$ cat src/rtl/pwm_slice_pkg.sv
package pwm_slice_pkg;

    typedef enum logic [1:0] {
        DM_FREE = 2'd0,
        DM_GATE = 2'd1,
        DM_RISE = 2'd2,
        DM_FALL = 2'd3
    } div_mode_e;

    typedef enum logic [1:0] {
        CNT_OFF  = 2'd0,
        CNT_UP   = 2'd1,
        CNT_DOWN = 2'd2
    } cnt_state_e;

    typedef struct packed {
        logic      hurry;
        logic      delay;
        div_mode_e mode;
        logic      inv_b;
        logic      inv_a;
        logic      phase_corr;
        logic      en;
    } ctrl_t;

endpackage

$ cat src/rtl/pwm_pin_sync.sv
module pwm_pin_sync #(
    parameter int STAGES = 2
) (
    input  logic clk,
    input  logic rst_n,
    input  logic pin,
    output logic level,
    output logic rise,
    output logic fall
);
    logic [STAGES-1:0] sh_q;
    logic              prev_q;

    always_ff @(posedge clk or negedge rst_n) begin
        if (!rst_n) begin
            sh_q   <= '0;
            prev_q <= 1'b0;
        end else begin
            sh_q   <= {sh_q[STAGES-2:0], pin};
            prev_q <= sh_q[STAGES-1];
        end
    end

    assign level = sh_q[STAGES-1];
    assign rise  = level & ~prev_q;
    assign fall  = ~level & prev_q;
endmodule

$ cat src/rtl/pwm_frac_div.sv
module pwm_frac_div #(
    parameter int IW = 8,
    parameter int FW = 4
) (
    input  logic          clk,
    input  logic          rst_n,
    input  logic          run,
    input  logic          gate,
    input  logic          edge_mode,
    input  logic          edge_pulse,
    input  logic [IW-1:0] div_int,
    input  logic [FW-1:0] div_frac,
    output logic          tick,
    output logic          ratio_gt1
);
    localparam int PW = IW + 1;

    logic [PW-1:0] cyc_q, cyc_next, int_eff, period;
    logic [FW-1:0] acc_q;
    logic          extra_q;
    logic [FW:0]   acc_sum;
    logic          div_tick;

    assign int_eff  = (div_int == '0) ? PW'(1 << IW) : PW'(div_int);
    assign period   = int_eff + PW'(extra_q);
    assign cyc_next = cyc_q + 1'b1;
    assign acc_sum  = {1'b0, acc_q} + {1'b0, div_frac};
    assign div_tick = run && gate && (cyc_next >= period);
    assign tick     = edge_mode ? (run && edge_pulse) : div_tick;
    assign ratio_gt1 = (div_int != IW'(1)) || (div_frac != '0);

    always_ff @(posedge clk or negedge rst_n) begin
        if (!rst_n) begin
            cyc_q   <= '0;
            acc_q   <= '0;
            extra_q <= 1'b0;
        end else if (!run) begin
            cyc_q   <= '0;
            acc_q   <= '0;
            extra_q <= 1'b0;
        end else if (!edge_mode && gate) begin
            if (div_tick) begin
                cyc_q            <= '0;
                {extra_q, acc_q} <= acc_sum;
            end else begin
                cyc_q <= cyc_next;
            end
        end
    end

    p_gate_no_tick_r7: assert property (@(posedge clk) disable iff (!rst_n)
        (!edge_mode && !gate) |-> !tick);

    p_gate_freeze_r7: assert property (@(posedge clk) disable iff (!rst_n)
        (!edge_mode && !gate) |=> $stable(cyc_q));
endmodule

$ cat src/rtl/pwm_counter_fsm.sv
module pwm_counter_fsm
    import pwm_slice_pkg::*;
#(
    parameter int CW = 16
) (
    input  logic          clk,
    input  logic          rst_n,
    input  logic          en,
    input  logic          phase_corr,
    input  logic [CW-1:0] top,
    input  logic          tick,
    input  logic          delay_req,
    input  logic          hurry_req,
    input  logic          hurry_ok,
    output logic [CW-1:0] ctr,
    output logic          delay_done,
    output logic          hurry_done
);
    cnt_state_e    state_q, state_d;
    logic [CW-1:0] ctr_q, ctr_d;
    logic          do_step, at_top;
    cnt_state_e    up_state;
    logic [CW-1:0] up_ctr;

    assign delay_done = en && tick && delay_req;
    assign hurry_done = en && !tick && hurry_req && hurry_ok;
    assign do_step    = (tick && !delay_req) || hurry_done;
    assign at_top     = (ctr_q >= top);

    always_comb begin
        if (at_top && phase_corr) begin
            up_state = CNT_DOWN;
            up_ctr   = ctr_q;
        end else if (at_top) begin
            up_state = CNT_UP;
            up_ctr   = '0;
        end else begin
            up_state = CNT_UP;
            up_ctr   = ctr_q + 1'b1;
        end
    end

    always_comb begin
        state_d = state_q;
        ctr_d   = ctr_q;
        unique case (state_q)
            CNT_OFF: begin
                if (en) begin
                    state_d = CNT_UP;
                    if (do_step) begin
                        state_d = up_state;
                        ctr_d   = up_ctr;
                    end
                end
            end
            CNT_UP: begin
                if (!en) begin
                    state_d = CNT_OFF;
                end else if (do_step) begin
                    state_d = up_state;
                    ctr_d   = up_ctr;
                end
            end
            CNT_DOWN: begin
                if (!en) begin
                    state_d = CNT_OFF;
                end else if (do_step) begin
                    if (!phase_corr) begin
                        state_d = up_state;
                        ctr_d   = up_ctr;
                    end else if (ctr_q == '0) begin
                        state_d = CNT_UP;
                    end else begin
                        ctr_d = ctr_q - 1'b1;
                    end
                end
            end
            default: state_d = CNT_OFF;
        endcase
    end

    always_ff @(posedge clk or negedge rst_n) begin
        if (!rst_n) begin
            state_q <= CNT_OFF;
            ctr_q   <= '0;
        end else begin
            state_q <= state_d;
            ctr_q   <= ctr_d;
        end
    end

    assign ctr = ctr_q;

    p_hold_off_r2: assert property (@(posedge clk) disable iff (!rst_n)
        !en |=> $stable(ctr_q));

    p_trail_wrap_r4: assert property (@(posedge clk) disable iff (!rst_n)
        (en && do_step && !phase_corr && at_top) |=> (ctr_q == '0));

    p_pc_turn_r5: assert property (@(posedge clk) disable iff (!rst_n)
        (en && do_step && phase_corr && state_q == CNT_UP && at_top)
        |=> (state_q == CNT_DOWN && $stable(ctr_q)));
endmodule

$ cat src/rtl/pwm_slice_top.sv
module pwm_slice_top
    import pwm_slice_pkg::*;
#(
    parameter int CW = 16,
    parameter int IW = 8,
    parameter int FW = 4,
    parameter int SYNC_STAGES = 2
) (
    input  logic        clk,
    input  logic        rst_n,
    input  logic        reg_we,
    input  logic [2:0]  reg_addr,
    input  logic [31:0] reg_wdata,
    output logic [31:0] reg_rdata,
    input  logic        pin_b_i,
    output logic        pwm_a,
    output logic        pwm_b,
    output logic        pwm_b_oe
);
    localparam int DW = IW + FW;

    ctrl_t         ctrl_q;
    logic [IW-1:0] div_int_q;
    logic [FW-1:0] div_frac_q;
    logic [CW-1:0] cmp_a_q, cmp_b_q, top_q, ctr;
    logic          ctrl_we, en_next, delay_next, hurry_next;
    logic          b_level, b_rise, b_fall;
    logic          gate, edge_mode, edge_pulse, tick, ratio_gt1;
    logic          delay_done, hurry_done;

    assign ctrl_we    = reg_we && (reg_addr == 3'd0);
    assign en_next    = ctrl_we ? reg_wdata[0] : ctrl_q.en;
    assign delay_next = en_next && ((ctrl_q.delay && !delay_done) || (ctrl_we && reg_wdata[6]));
    assign hurry_next = en_next && ((ctrl_q.hurry && !hurry_done) || (ctrl_we && reg_wdata[7]));

    always_ff @(posedge clk or negedge rst_n) begin
        if (!rst_n) begin
            ctrl_q     <= '0;
            div_int_q  <= IW'(1);
            div_frac_q <= '0;
            cmp_a_q    <= '0;
            cmp_b_q    <= '0;
            top_q      <= '1;
        end else begin
            ctrl_q.delay <= delay_next;
            ctrl_q.hurry <= hurry_next;
            if (ctrl_we) begin
                ctrl_q.en         <= reg_wdata[0];
                ctrl_q.phase_corr <= reg_wdata[1];
                ctrl_q.inv_a      <= reg_wdata[2];
                ctrl_q.inv_b      <= reg_wdata[3];
                ctrl_q.mode       <= div_mode_e'(reg_wdata[5:4]);
            end
            if (reg_we && reg_addr == 3'd1) {div_int_q, div_frac_q} <= reg_wdata[DW-1:0];
            if (reg_we && reg_addr == 3'd3) begin
                cmp_a_q <= reg_wdata[CW-1:0];
                cmp_b_q <= reg_wdata[16+CW-1:16];
            end
            if (reg_we && reg_addr == 3'd4) top_q <= reg_wdata[CW-1:0];
        end
    end

    always_comb begin
        reg_rdata = '0;
        unique case (reg_addr)
            3'd0:    reg_rdata[7:0]     = ctrl_q;
            3'd1:    reg_rdata[DW-1:0]  = {div_int_q, div_frac_q};
            3'd2:    reg_rdata[CW-1:0]  = ctr;
            3'd3:    reg_rdata = {cmp_b_q, cmp_a_q};
            3'd4:    reg_rdata[CW-1:0]  = top_q;
            default: reg_rdata = '0;
        endcase
    end

    pwm_pin_sync #(.STAGES(SYNC_STAGES)) u_sync (
        .clk(clk), .rst_n(rst_n), .pin(pin_b_i),
        .level(b_level), .rise(b_rise), .fall(b_fall)
    );

    assign gate       = (ctrl_q.mode == DM_GATE) ? b_level : 1'b1;
    assign edge_mode  = ctrl_q.mode[1];
    assign edge_pulse = (ctrl_q.mode == DM_RISE) ? b_rise : b_fall;

    pwm_frac_div #(.IW(IW), .FW(FW)) u_div (
        .clk(clk), .rst_n(rst_n), .run(ctrl_q.en), .gate(gate),
        .edge_mode(edge_mode), .edge_pulse(edge_pulse),
        .div_int(div_int_q), .div_frac(div_frac_q),
        .tick(tick), .ratio_gt1(ratio_gt1)
    );

    pwm_counter_fsm #(.CW(CW)) u_cnt (
        .clk(clk), .rst_n(rst_n), .en(ctrl_q.en), .phase_corr(ctrl_q.phase_corr),
        .top(top_q), .tick(tick), .delay_req(ctrl_q.delay),
        .hurry_req(ctrl_q.hurry), .hurry_ok(ratio_gt1), .ctr(ctr),
        .delay_done(delay_done), .hurry_done(hurry_done)
    );

    always_ff @(posedge clk or negedge rst_n) begin
        if (!rst_n) begin
            pwm_a <= 1'b0;
            pwm_b <= 1'b0;
        end else begin
            pwm_a <= (ctr < cmp_a_q) ^ ctrl_q.inv_a;
            pwm_b <= (ctrl_q.mode == DM_FREE) ? ((ctr < cmp_b_q) ^ ctrl_q.inv_b) : 1'b0;
        end
    end

    assign pwm_b_oe = (ctrl_q.mode == DM_FREE);

    p_b_low_r9: assert property (@(posedge clk) disable iff (!rst_n)
        (ctrl_q.mode != DM_FREE) |=> !pwm_b);

    p_delay_clear_r10: assert property (@(posedge clk) disable iff (!rst_n)
        (delay_done && !ctrl_we) |=> !ctrl_q.delay);

    p_hurry_gt1_r11: assert property (@(posedge clk) disable iff (!rst_n)
        (ctrl_q.hurry && !ratio_gt1 && !ctrl_we && ctrl_q.en) |=> ctrl_q.hurry);
endmodule

$ cat config.mk
export PLATFORM = sky130hd
export DESIGN_NAME = pwm_slice_top
export DESIGN_NICKNAME = d
export VERILOG_FILES = /design/src/rtl/pwm_slice_pkg.sv /design/src/rtl/pwm_pin_sync.sv /design/src/rtl/pwm_frac_div.sv /design/src/rtl/pwm_counter_fsm.sv /design/src/rtl/pwm_slice_top.sv
export SDC_FILE = /design/constraint.sdc
export NUM_CORES = 1
export LEC_CHECK = 0
export ABC_CLOCK_PERIOD_IN_PS = 4410
export BUFFER_PORTS_ARGS = -buffer_cell sky130_fd_sc_hd__buf_4
export CORE_MARGIN = 5
export CORE_UTILIZATION = 55
export CTS_CLUSTER_SIZE = 10
export DETAILED_ROUTE_END_ITERATION = 10
export GPL_TIMING_DRIVEN = 1
export MAX_ROUTING_LAYER = met4
export PLACE_DENSITY = 0.75
export REMOVE_ABC_BUFFERS = 1
export SYNTH_ARGS = -nofsm -noshare
export SYNTH_HDL_FRONTEND = slang
export SYNTH_SLANG_ARGS = --single-unit
$ cat constraint.sdc
create_clock -name clk -period 4.41 [get_ports clk]
set_input_delay 0.441 -clock clk [delete_from_list [all_inputs] [get_ports clk]]
set_output_delay 0.441 -clock clk [all_outputs]
set_load 0.05 [all_outputs]
* Yosys cells after proc, flatten, opt, wreduce, memory -nomap -nowiden *
Cells that the tools add are included.
W data, S select, Z words.

storage, ports and cells
  bits in registers = 105
  output and inout bits = 35
  logic and storage cells = 135

cells by class
  $add $sub $neg = 5
  $lt $le $gt $ge = 4
  eq/ne operators = 20
  multiplexer cells = 38
  bitwise operators = 6
  reductions and logical operators = 41

operator list
  cell                     number
  $mux W16                 9
  $pmux W8 S5              1
  $mux W9                  4
  $lt A16 B16 Y1           2
  $pmux W16 S2             1
  $logic_and A1 B1 Y1      21
  $mux W2                  9
  $add A16 B1 Y16 const B  1
  $ge A16 B16 Y1           1
  $logic_not A16 Y1        1
  $pmux W4 S4              1
  $sub A16 B1 Y16 const B  1
  $mux W4                  3
  $pmux W4 S3              1
  $ne A2 B1 Y1 const B     5
  $add A9 B1 Y9            1
  $add A9 B1 Y9 const B    1
  $ge A9 B9 Y1             1
  $logic_not A8 Y1         1
  $mux W1                  8
  $ne A8 B1 Y1 const B     1
  $eq A3 B2 Y1 const B     2
  $ne A3 B2 Y1 const B     2
  $pmux W2 S3              1
  21 further kinds         35

* Logic depth before layout (Yosys ltp) *
Gate-level depths: netlist of run 1.

  word-level depth = 14
  mapped depth = 14

* Hierarchy *
Synthesis of run 1 repeated with hierarchy kept, for this count alone.

unflattened totals
  cells, all modules = 785
  area total of the unflattened synthesis = 7564.8 sq um

modules (own cells, without submodules)
  module           times used  cells each  area an instance (sq um)
  pwm_slice_top    1           359         4140.2
  pwm_counter_fsm  1           259         1983.2
  pwm_frac_div     1           162         1351.3
  pwm_pin_sync     1           5           90.1

* Worst setup path before layout of run 1 *
Ideal clock, no wire load.

  kind = input -> output
  start point = in reg_addr[1]
  end point = out reg_rdata[3]
  data arrival time = 2838 ps
  required time = 3969 ps
  slack = 1131 ps
  stages on the path = 4
  path buffers = 3
  path through = clkbuf_1 -> buf_2 -> buf_1 -> o41ai_1

between the ends
  longest elaborated chain between the ends = 2
  elaborated cells on any way between the ends = 6
  those cells by class = eq/ne (4); mux (1); reduce/logical (1)

RTL lines
  what                                        RTL line             source
  from (decl)                                 pwm_slice_top.sv:12  input logic [2:0] reg_addr,
  $eq A3 B3 Y1, or another cell as far along  pwm_slice_top.sv:65  unique case (reg_addr)
  $pmux W8 S5 *                               pwm_slice_top.sv:65
  to (decl)                                   pwm_slice_top.sv:14  output logic [31:0] reg_rdata,

Every way passes the cells marked *; elsewhere a longest branch is shown, timed or not.

* Worst setup path in the final report of run 1 *
  start point = reg u_div.cyc_q[0]
  end point = reg u_cnt.ctr_q[12] (netlist: u_cnt.ctr[12])

between the ends
  longest elaborated chain between the ends = 11
  elaborated cells on any way between the ends = 13
  those cells by class = add/sub (1); order compare (1); eq/ne (2); mux (1); reduce/logical (8)

RTL lines
  what                              RTL line               source
  from (decl)                       pwm_frac_div.sv:18     logic [PW-1:0] cyc_q, cyc_next, int_eff, period;
  from (signal assigned)            pwm_frac_div.sv:46     cyc_q <= cyc_next;
  $add A9 B1 Y9 *                   pwm_frac_div.sv:26     assign cyc_next = cyc_q + 1'b1;
  $ge A9 B9 Y1 *                    pwm_frac_div.sv:28     assign div_tick = run && gate && (cyc_next >= period);
  $logic_and A1 B1 Y1 *             pwm_frac_div.sv:28
  $mux W1 *                         pwm_frac_div.sv:29     assign tick = edge_mode ? (run && edge_pulse) : div_tick;
  $logic_not A1 Y1                  pwm_counter_fsm.sv:26  assign hurry_done = en && !tick && hurry_req && hurry_ok;
  $logic_and A1 B1 Y1 (3 in a row)  pwm_counter_fsm.sv:26
  $logic_or A1 B1 Y1 *              pwm_counter_fsm.sv:27  assign do_step = (tick && !delay_req) || hurry_done;
  $ne A2 B1 Y1 (no line)            --
  $reduce_and A6 Y1 (no line) *     --
  to (signal assigned)              pwm_counter_fsm.sv:88  ctr_q <= ctr_d;
  to (decl)                         pwm_counter_fsm.sv:20  logic [CW-1:0] ctr_q, ctr_d;

Marked as above.
A chain may end at the register's enable or synchronous reset.

==> metrics.md, run 1 <==
| Metric | Value |
|---|---|
| Total grt overflow | 0 |
| Post-layout util | 63.86% |
| Most common cell after layout, fill and taps aside | dfrtp_1 |
| Antenna Violating Nets Remaining | 0 |
| Area of the mapped netlist | 7186 µm² |
| Reg2Reg Depth | 13 |
| VDD IR max | 0.0002949 V |
| Data arrival, critical path | 3.90 ns |
| Clock power frac | 22.5% |
| R2r setup slk | 0.77 ns |
| H-tree level count | 3 |
| Final Wtd Congestion | 0.9429 |
| CTS clock-pin slew for the worst setup and hold paths | 0.08 ns |
| Min Tclk post-route | 3.644 ns |
| Largest net degree at the start of global routing | 77 |
| Yosys reg bits | 105 |
| Pint | 2.107 mW |
| RSZ-0062 raised after global routing | false |
| DRT Pass-1 Iters | 5 |
| CP endpoint kind | flop |
| Port Buffers | 73 |
| Hold Path Depth | 1 |
| Wire per inst | 18.91 µm |
| P&R area growth vs syn | 13.06% |
| Drt via density | 6.116 |
| Die height | 124.3 µm |
| Critical Path Start | u_div.cyc_q[0] |
| Die W | 124.3 µm |
| # resized after CTS | 0 |
| Fin nets | 929 |
| Post-synth EDFFs | 0 |
| CTS max path bufs | 2 |
| Starting Density | 56.48% |
| CP Launch Type | flop |
| Seq/Total Area, Yosys | 36.86% |
| Hold path startpoint | pin_b_i |
| Comb power frac | 38.2% |
| Clock Latency Late Sink | 0.37 ns |
| Switch share | 40.54% |
| Setup Total Neg Slack | 0 ns |
| Max Cap Viol | 0 |
| Fraction of registers with async set/reset | 100.0% |
| Max_slew headroom | 26.18% |
| CP Data Required Time | 4.66 ns |
| Ratio of cells with drive above 1 in the final layout | 21.59% |
| Clock Skew | 0.008766 ns |
| Reg power frac | 39.3% |
| CP Cell Sequence | ha_1, nand3_1, nor2_1, nand3_1, xnor2_1, ha_1, nand4_1, nor2_1, a21oi_1, a311oi_4, mux2_4, o21ai_4, o32a_1 |
| Most frequent cells in the layout | 88 x dfrtp_1, 80 x buf_4, 75 x nand2_1 |
| Die ar. | 15450 µm² |
| Pwr Total | 3.543 mW |
| Via Count | 6122 |
| Worst-Margin Slew | 1.104 ns |
| Synth cell types | 74 |
| Hold Vio Cnt, Final | 0 |
| Fmax | 274.4 MHz |
| Final WS setup | 0.7661 ns |
| # rows | 41 |
| Worst-path fanout max | 14 |
| RR Startpoint | u_div.cyc_q[0] |
| CTS tree | done |
| Top_reg_cell synth | dfrtp_1 |
| Clock root buffer master | clkbuf_16 |
| I/O pin count | 74 |
| Post-CTS setup buffers | 0 |
| Routed WL | 18.93 mm |
| DR DRC count | 0 |
| Clock Sink Count | 105 |
| Worst setup path class | reg -> reg |
| Warnings, synthesis | 0 |
| Core area | 12720 µm² |
| CP max stage delay | 0.50 ns |
| Vias in the first global route | 6262 |
| DP HPWL | 13.85 mm |
| Critical path's slowest cell | a311oi_4 |
| Initial antenna violation count | 0 |
| Sw power | 1.436 mW |
| Setup Slack @ Placement | 0.7628 ns |
| HP Class | in -> reg |
| Avg Inst Size Synth | 9.344 µm² |
| Power Density | 436.1 nW/µm² |
| Detailed Route Iter0 Violations | 663 |
| Antenna cells | 0 |
| Cts bufs inserted | 9 |
| Status | finished, final reports clean |
| CTS Hold Bufs | 0 |
| P_leak | 3.820 nW |
| Placed cell area | 7838 µm² |
| Cells after Synth | 769 |
| Final worst-path cycle share | 82.63% |
| Final setup viols | 0 |
| Final slew viol count | 0 |
| Total GRT Usage | 25.47% |
| Finished Cell Area | 8124 µm² |
| First-pass GRT wire length | 31.44 mm |
[registers in the layout (all words and copies together) (netlist names)]
register,flops
pwm_b,1
u_sync.sh_q,2
u_cnt.ctr,16
u_div.acc_q,4
top_q,16
cmp_a_q,16
u_sync.prev_q,1
u_div.extra_q,1
cmp_b_q,16
div_int_q,8
u_div.cyc_q,9
pwm_a,1
ctrl_q,8
div_frac_q,4
u_cnt.state_q,2
[critical path, delay by kind of cell (launching register included)]
family,cells,cell delay (ns)
compound gates,4,1.14
fa+ha+maj,2,0.60
xor+xnor,1,0.16
simple gates,5,0.81
mux,1,0.37
flops,1,0.44
[synth_stat cells (all sizes together) (10+ instances only)]
cell type	instances	area share, %
buf	14	1.1
a21o	13	1.4
clkbuf	22	1.1
ha	65	11
dfstp	17	6.2
o21ai	52	3.9
a21oi	42	2.9
nand3	26	1.8
mux2	52	8.2
nor2	53	2.8
and3	10	0.87
nor3	27	2.0
mux2i	27	3.8
inv	57	3.0
dfrtp	88	31
o22ai	10	0.87
nand2	75	3.9
[power groups by stage]
stage | logic, mW | clock network [mW] | registers (mW)
finish | 1.35 | 0.796 | 1.39
global route | 1.51 | 0.852 | 1.42
CTS | 1.35 | 0.815 | 1.39
detailed placement | 1.33 | 0 | 1.41
global placement | 1.28 | 0 | 1.39
floorplan | 0.924 | 0 | 1.37
[layer usage]
layer  track usage [%]  vias up  part of all wire [%]
li1                  -     2894                     -
met1             33.35     2948                    44
met2             39.57      244                    47
met3             4.974       36                   6.7
met4             9.155        0                   2.2
met5                 -        -                     0
[final timing paths]
kind	to
max	u_cnt.ctr[12]
min reg2reg	u_sync.sh_q[1]
min	u_sync.sh_q[0]
max in group asynchronous	top_q[3]
max reg2reg	u_cnt.ctr[12]
min in group asynchronous	u_div.acc_q[2]
[per-stage QoR]
stage / cells / hold slack, ns
global placement: 985 / 0.3365
detailed placement: 985 / 0.3393
floorplan: 733 / 0.1454
CTS: 1001 / 0.1693
global route: 1001 / 0.1662
finish: 1001 / 0.1774
[cell type report]
cell class	instances	area, µm²
fill	1111	4598
multi-input combinational	570	4155
sequential	105	2649
timing repair buffer	80	600.6
clock buffer	9	225.2
inverter	58	217.7
tap	172	215.2
clock inverter	7	61.31
[cells by family after synthesis]
| logic type | after synthesis | synth area share, % |
|---|---|---|
| AND/OR/NAND/NOR | 231 | 15.64 |
| AO/OA/AOI/OAI | 176 | 16.25 |
| flip-flops | 105 | 36.86 |
| buffers and inverters | 94 | 5.311 |
| multiplexers | 80 | 12.28 |
| adder cells (fa/ha/maj) | 66 | 11.60 |
| XOR/XNOR | 17 | 2.072 |
Note: power is estimated with default switching activity, not from simulation.
==> run 2: changes to the inputs <==
ABC_CLOCK_PERIOD_IN_PS = 3390   (was 4410)
clock period = 3.39 ns   (was 4.41 ns; I/O delays follow)
==> metrics.md, run 2 (synthesis gave the netlist of run 1 again) <==
| Metric | Value |
|---|---|
| Status | finished, final reports clean |
| Worst-path fanout max | 6 (-8) |
| Port Buffers | 73 (unchanged) |
| Final slew viol count | 0 (unchanged) |
| Placed cell area | 7985 µm² (+1.9%) |
| Clock power frac | 24.1% (+1.6 points) |
| Final Wtd Congestion | 0.9482 (+0.56%) |
| CP Launch Type | flop |
| Clock Skew | 0.008782 ns (+0.00001585 ns) |
| Antenna Violating Nets Remaining | 0 (unchanged) |
| Final std cells w/o fill | 1027 (+2.6%) |
| CTS tree | done |
| Max Cap Viol | 0 (unchanged) |
| Worst-Margin Slew | 0.8497 ns (-0.2547 ns) |
| VDD IR max | 0.0004233 V (+44%) |
| Most frequent cells in the layout | 103 x buf_4, 88 x dfrtp_1, 75 x nand2_1 |
| Min Tclk post-route | 3.176 ns (-0.4677 ns) |
| Pint | 2.948 mW (+40%) |
| CTS clock-pin slew for the worst setup and hold paths | 0.08 ns (about the same) |
| Total grt overflow | 0 (unchanged) |
| HP Class | in -> async |
| Hold Slack | 0.02455 ns (-0.1529 ns) |
| Starting Density | 56.48% (unchanged) |
| Max_slew headroom | 42.92% (+17 points) |
| Final worst-path cycle share | 93.69% (+11 points) |
| CTS max path bufs | 2 (unchanged) |
| H-tree level count | 3 (unchanged) |
| Clock Latency Late Sink | 0.36 ns (about the same) |
| Data arrival, critical path | 3.39 ns (-0.51 ns) |
| Hold Vio Cnt, Final | 0 (unchanged) |
| Die ar. | 15450 µm² (unchanged) |
| Final setup viols | 0 (unchanged) |
| # rows | 41 (unchanged) |
| Via Count | 6251 (+2.1%) |
| I/O pin count | 74 (unchanged) |
| Die W | 124.3 µm (unchanged) |
| Ratio of cells with drive above 1 in the final layout | 24.68% (+3.1 points) |
| Comb power frac | 39.8% (+1.6 points) |
| Reg power frac | 36.0% (-3.3 points) |
| Total GRT Usage | 25.50% (+0.028 points) |
| Antenna cells | 0 (unchanged) |
| Power Density | 574.8 nW/µm² (+32%) |
| Placed instance count | 1003 (+1.8%) |
| Clock Sink Count | 105 (unchanged) |
| Setup Slack @ Placement | 0.02021 ns (-0.7426 ns) |
| Sw power | 1.880 mW (+31%) |
| First-pass GRT wire length | 31.55 mm (+0.33%) |
| Fmax | 314.8 MHz (+15%) |
| Worst setup path class | reg -> reg |
| Routed WL | 19.22 mm (+1.6%) |
| Die height | 124.3 µm (unchanged) |
| Clock root buffer master | clkbuf_16 |
| Switch share | 38.94% (-1.6 points) |
| Core area | 12720 µm² (unchanged) |
| Drt via density | 6.087 (-0.48%) |
| DR DRC count | 0 (unchanged) |
| Finished Cell Area | 8398 µm² (+3.4%) |
| Final WS setup | 0.2138 ns (-0.5523 ns) |
| Cts bufs inserted | 9 (unchanged) |
| Wire per inst | 18.72 µm (-1.0%) |
| Initial antenna violation count | 0 (unchanged) |
| P_leak | 3.974 nW (+4.0%) |
| Most common cell after layout, fill and taps aside | buf_4 |
| P&R area growth vs syn | 16.87% |
| Fin nets | 955 (+2.8%) |
| CP endpoint kind | flop |
| Detailed Route Iter0 Violations | 645 (-2.7%) |
| Largest net degree at the start of global routing | 106 (+38%) |
| Vias in the first global route | 6319 (+0.91%) |
| DRT Pass-1 Iters | 5 (unchanged) |
| DP HPWL | 14.00 mm (+1.1%) |
| CP Data Required Time | 3.60 ns (-1.06 ns) |
==> run 2: cell count changes in the layout (fill, tap and decap cells not counted), sizes merged <==
cell,delta
inv,-2
mux2,+1
bufinv,+2
buf,+25
==> run 2: power by group through the flow <==
| stage | logic (mW) | registers [mW] | clock network [mW] |
|---|---|---|---|
| floorplan | 1.20 | 1.78 | 0 |
| global placement | 1.80 | 1.74 | 0 |
| detailed placement | 1.88 | 1.76 | 0 |
| CTS | 1.89 | 1.74 | 1.19 |
| global route | 2.13 | 1.77 | 1.24 |
| finish | 1.92 | 1.74 | 1.17 |
==> run 2: worst paths after layout <==
kind	end	cells after the start	from	slack, ns
setup reg to reg	u_cnt.ctr[7]	15	div_int_q[0]	0.21
setup / recovery	u_cnt.ctr[7]	15	div_int_q[0]	0.21
hold reg to reg	u_sync.sh_q[1]	0	u_sync.sh_q[0]	0.35
max in group asynchronous	cmp_b_q[14]	2	rst_n	2.88
min in group clk	u_sync.sh_q[0]	1	pin_b_i	0.09
hold / removal	div_int_q[2]	2	rst_n	0.02
==> run 2: repair_timing <==
action	in CTS	in global routing
hold endpoints to repair	0	0
setup endpoints to repair	0	18
buffers inserted	0	7
hold buffers	0	0
gates resized for setup	0	7
==> run 2: cell type report <==
type                            instances  area (µm²)
Inverter                               58       217.7
Timing Repair Buffer                  105       804.5
Clock inverter                          7       101.3
Sequential cell                       105        2649
Clock buffer                            9       225.2
Tap cell                              172       215.2
Multi-Input combinational cell        571        4185
Fill cell                            1091        4324
==> run 2: worst max-delay path, cell delays in order (launching register included) <==
cell and delay [ns]:
dfstp_2 0.55, ha_1 0.16, ha_2 0.20, nand2_1 0.08, o22a_1 0.19, ha_1 0.32
nand2_1 0.06, nor2_1 0.11, a211oi_2 0.04, buf_4 0.16, a311oi_4 0.26, buf_6 0.18
mux2_4 0.37, buf_4 0.16, a21oi_1 0.12, a41oi_1 0.06
==> run 2: metrics by stage <==
step,util (%),TNS [ns],total power [mW]
6_report,66.01,0,4.827
3_5_place_dp,62.77,0,3.637
2_1_floorplan,-,0,2.987
4_1_cts,65.33,0,4.812
5_1_grt,66.01,-0.001373,5.141
3_3_place_gp,62.77,0,3.545
==> run 2: metal layers <==
layer | wire length [µm] | vias up | track usage (%)
met5 | 0 | - | -
met4 | 456 | 0 | 10.90
met3 | 1350 | 41 | 5.575
met2 | 8890 | 250 | 37.91
met1 | 8523 | 3021 | 33.74
li1 | - | 2939 | -
==> run 3: changes to the inputs <==
ABC_CLOCK_PERIOD_IN_PS = 3940   (was 3390)
CAP_MARGIN = 10   (was not set)
CORE_MARGIN = 1   (was 5)
clock period = 3.94 ns   (was 3.39 ns; I/O delays follow)
==> metrics.md, run 3 (synthesis gave the netlist of run 1 again) <==
| Metric | Value |
|---|---|
| Die ar. | 13530 µm² (-12%) |
| Final setup viols | 0 (unchanged) |
| Starting Density | 56.71% (+0.23 points) |
| Post-CTS setup buffers | 0 (unchanged) |
| Pwr Total | 4.036 mW (-16%) |
| P_leak | 3.848 nW (-3.2%) |
| Routed WL | 18.86 mm (-1.9%) |
| Max_slew headroom | 30.36% (-13 points) |
| # rows | 41 (unchanged) |
| Setup Total Neg Slack | 0 ns (unchanged) |
| Core area | 12670 µm² (-0.40%) |
| RSZ-0062 raised after global routing | false |
| CP Launch Type | flop |
| DP HPWL | 13.95 mm (-0.33%) |
| Clock Skew | 0.01031 ns (+0.001527 ns) |
| CTS max path bufs | 2 (unchanged) |
| CP Cell Sequence | ha_1, nand3_1, nor2_1, nand3_1, xnor2_1, ha_1, nand4_1, nor2_1, a21oi_1, a311oi_4, mux2_4, o21ai_4, o32a_1 |
| Critical path's slowest cell | a311oi_4 |
| Die height | 116.3 µm (-6.4%) |
| Final worst-path cycle share | 90.85% (-2.8 points) |
| Largest net degree at the start of global routing | 58 (-45%) |
| Detailed Route Iter0 Violations | 478 (-26%) |
| VDD IR max | 0.0003146 V (-26%) |
| Min Tclk post-route | 3.580 ns (+0.4034 ns) |
| Ratio of cells with drive above 1 in the final layout | 21.97% (-2.7 points) |
| CP Data Required Time | 4.17 ns (+0.57 ns) |
| Final Wtd Congestion | 0.9217 (-2.8%) |
| CTS tree | done |
| Most common cell after layout, fill and taps aside | dfrtp_1 |
| First-pass GRT wire length | 30.18 mm (-4.3%) |
| CTS clock-pin slew for the worst setup and hold paths | 0.07 ns (about the same) |
| HP Class | in -> async |
| Most frequent cells in the layout | 88 x dfrtp_1, 84 x buf_4, 75 x nand2_1 |
| P&R area growth vs syn | 13.69% |
| Vias in the first global route | 6036 (-4.5%) |
| # resized after CTS | 0 (unchanged) |
| CP endpoint kind | flop |
| Final slew viol count | 0 (unchanged) |
| DRT Pass-1 Iters | 5 (unchanged) |
| Fin nets | 933 (-2.3%) |
| Via Count | 6156 (-1.5%) |
| Clock Sink Count | 105 (unchanged) |
| Hold Vio Cnt, Final | 0 (unchanged) |
| Worst setup path class | reg -> reg |
| Max Cap Viol | 0 (unchanged) |
| H-tree level count | 3 (unchanged) |
| Power Density | 494.0 nW/µm² (-14%) |
| Drt via density | 6.125 (+0.64%) |
| Total grt overflow | 0 (unchanged) |
| Data arrival, critical path | 3.81 ns (+0.42 ns) |
| Cts bufs inserted | 9 (unchanged) |
| CTS Hold Bufs | 0 (unchanged) |
| Fmax | 279.4 MHz (-11%) |
| Wire per inst | 18.76 µm (+0.24%) |
| Status | finished, final reports clean |
| Hold Slack | 0.1100 ns (+0.08549 ns) |
| DR DRC count | 0 (unchanged) |
| Antenna cells | 0 (unchanged) |
| Initial antenna violation count | 0 (unchanged) |
| Worst-path fanout max | 14 (+8) |
| Clock Latency Late Sink | 0.35 ns (about the same) |
| Total GRT Usage | 30.28% (+4.8 points) |
| I/O pin count | 74 (unchanged) |
| Clock root buffer master | clkbuf_16 |
| Antenna Violating Nets Remaining | 0 (unchanged) |
| Die W | 116.3 µm (-6.4%) |
| CP max stage delay | 0.47 ns (-0.08 ns) |
| Worst-Margin Slew | 1.042 ns (+0.1922 ns) |
| Port Buffers | 73 (unchanged) |
[run 3: cell types whose count changed in the layout (fill, tap and decap cells not counted), sizes merged]
| cell | change |
|---|---|
| buf | -21 |
| bufinv | -1 |
| inv | +1 |
| mux2 | -1 |
[run 3: cell type report]
cell class / instances / area (µm²)
Tap cell: 172 / 215.2
Inverter: 58 / 217.7
Clock inverter: 7 / 76.32
Fill cell: 1110 / 4502
Sequential cell: 105 / 2649
Multi-Input combinational cell: 570 / 4155
Clock buffer: 9 / 225.2
Timing Repair Buffer: 84 / 630.6
[run 3: stage by stage]
step	area, µm²	setup slack [ns]	util (%)	cells
CTS	8169	0.3817	64.47	1005
finish	8169	0.3604	64.47	1005
global placement	7868	0.5616	62.09	989
floorplan	7022	0.5536	-	733
detailed placement	7868	0.3915	62.09	989
global route	8169	0.05938	64.47	1005
[run 3: routing by layer]
metal	GRT usage (%)	share of wire, %
met4	11.11	2.0
met1	40.54	45
met2	46.47	47
met5	-	0
met3	4.670	6.2
[run 3: path summary, 6_finish.rpt]
path | start | to | slack (ns) | cells past startpoint
setup / recovery | u_div.cyc_q[0] | u_cnt.ctr[5] | 0.36 | 13
hold / removal | rst_n | u_div.cyc_q[5] | 0.11 | 1
setup reg to reg | u_div.cyc_q[0] | u_cnt.ctr[5] | 0.36 | 13
hold reg to reg | u_sync.sh_q[0] | u_sync.sh_q[1] | 0.35 | 0
max in group asynchronous | rst_n | top_q[2] | 2.96 | 2
min in group clk | pin_b_i | u_sync.sh_q[0] | 0.15 | 1
[run 3: power by group]
part           switching [mW]  total, mW  internal (mW)  leakage [nW]
logic                   0.923       1.55          0.625          2.43
clock network           0.424      0.923          0.499         0.143
registers               0.259       1.56           1.30          1.27
total                    1.61       4.04           2.43          3.85
[run 3: worst max-delay path, delay by kind of cell, from the launching register on]
kind / cells / cell delay, ns
xor gates and xnor gates: 1 / 0.16
AOI/OAI and AO/OA: 4 / 1.11
and+or+nand+nor: 5 / 0.79
adders and majority gates: 2 / 0.59
DFF: 1 / 0.44
muxes: 1 / 0.35
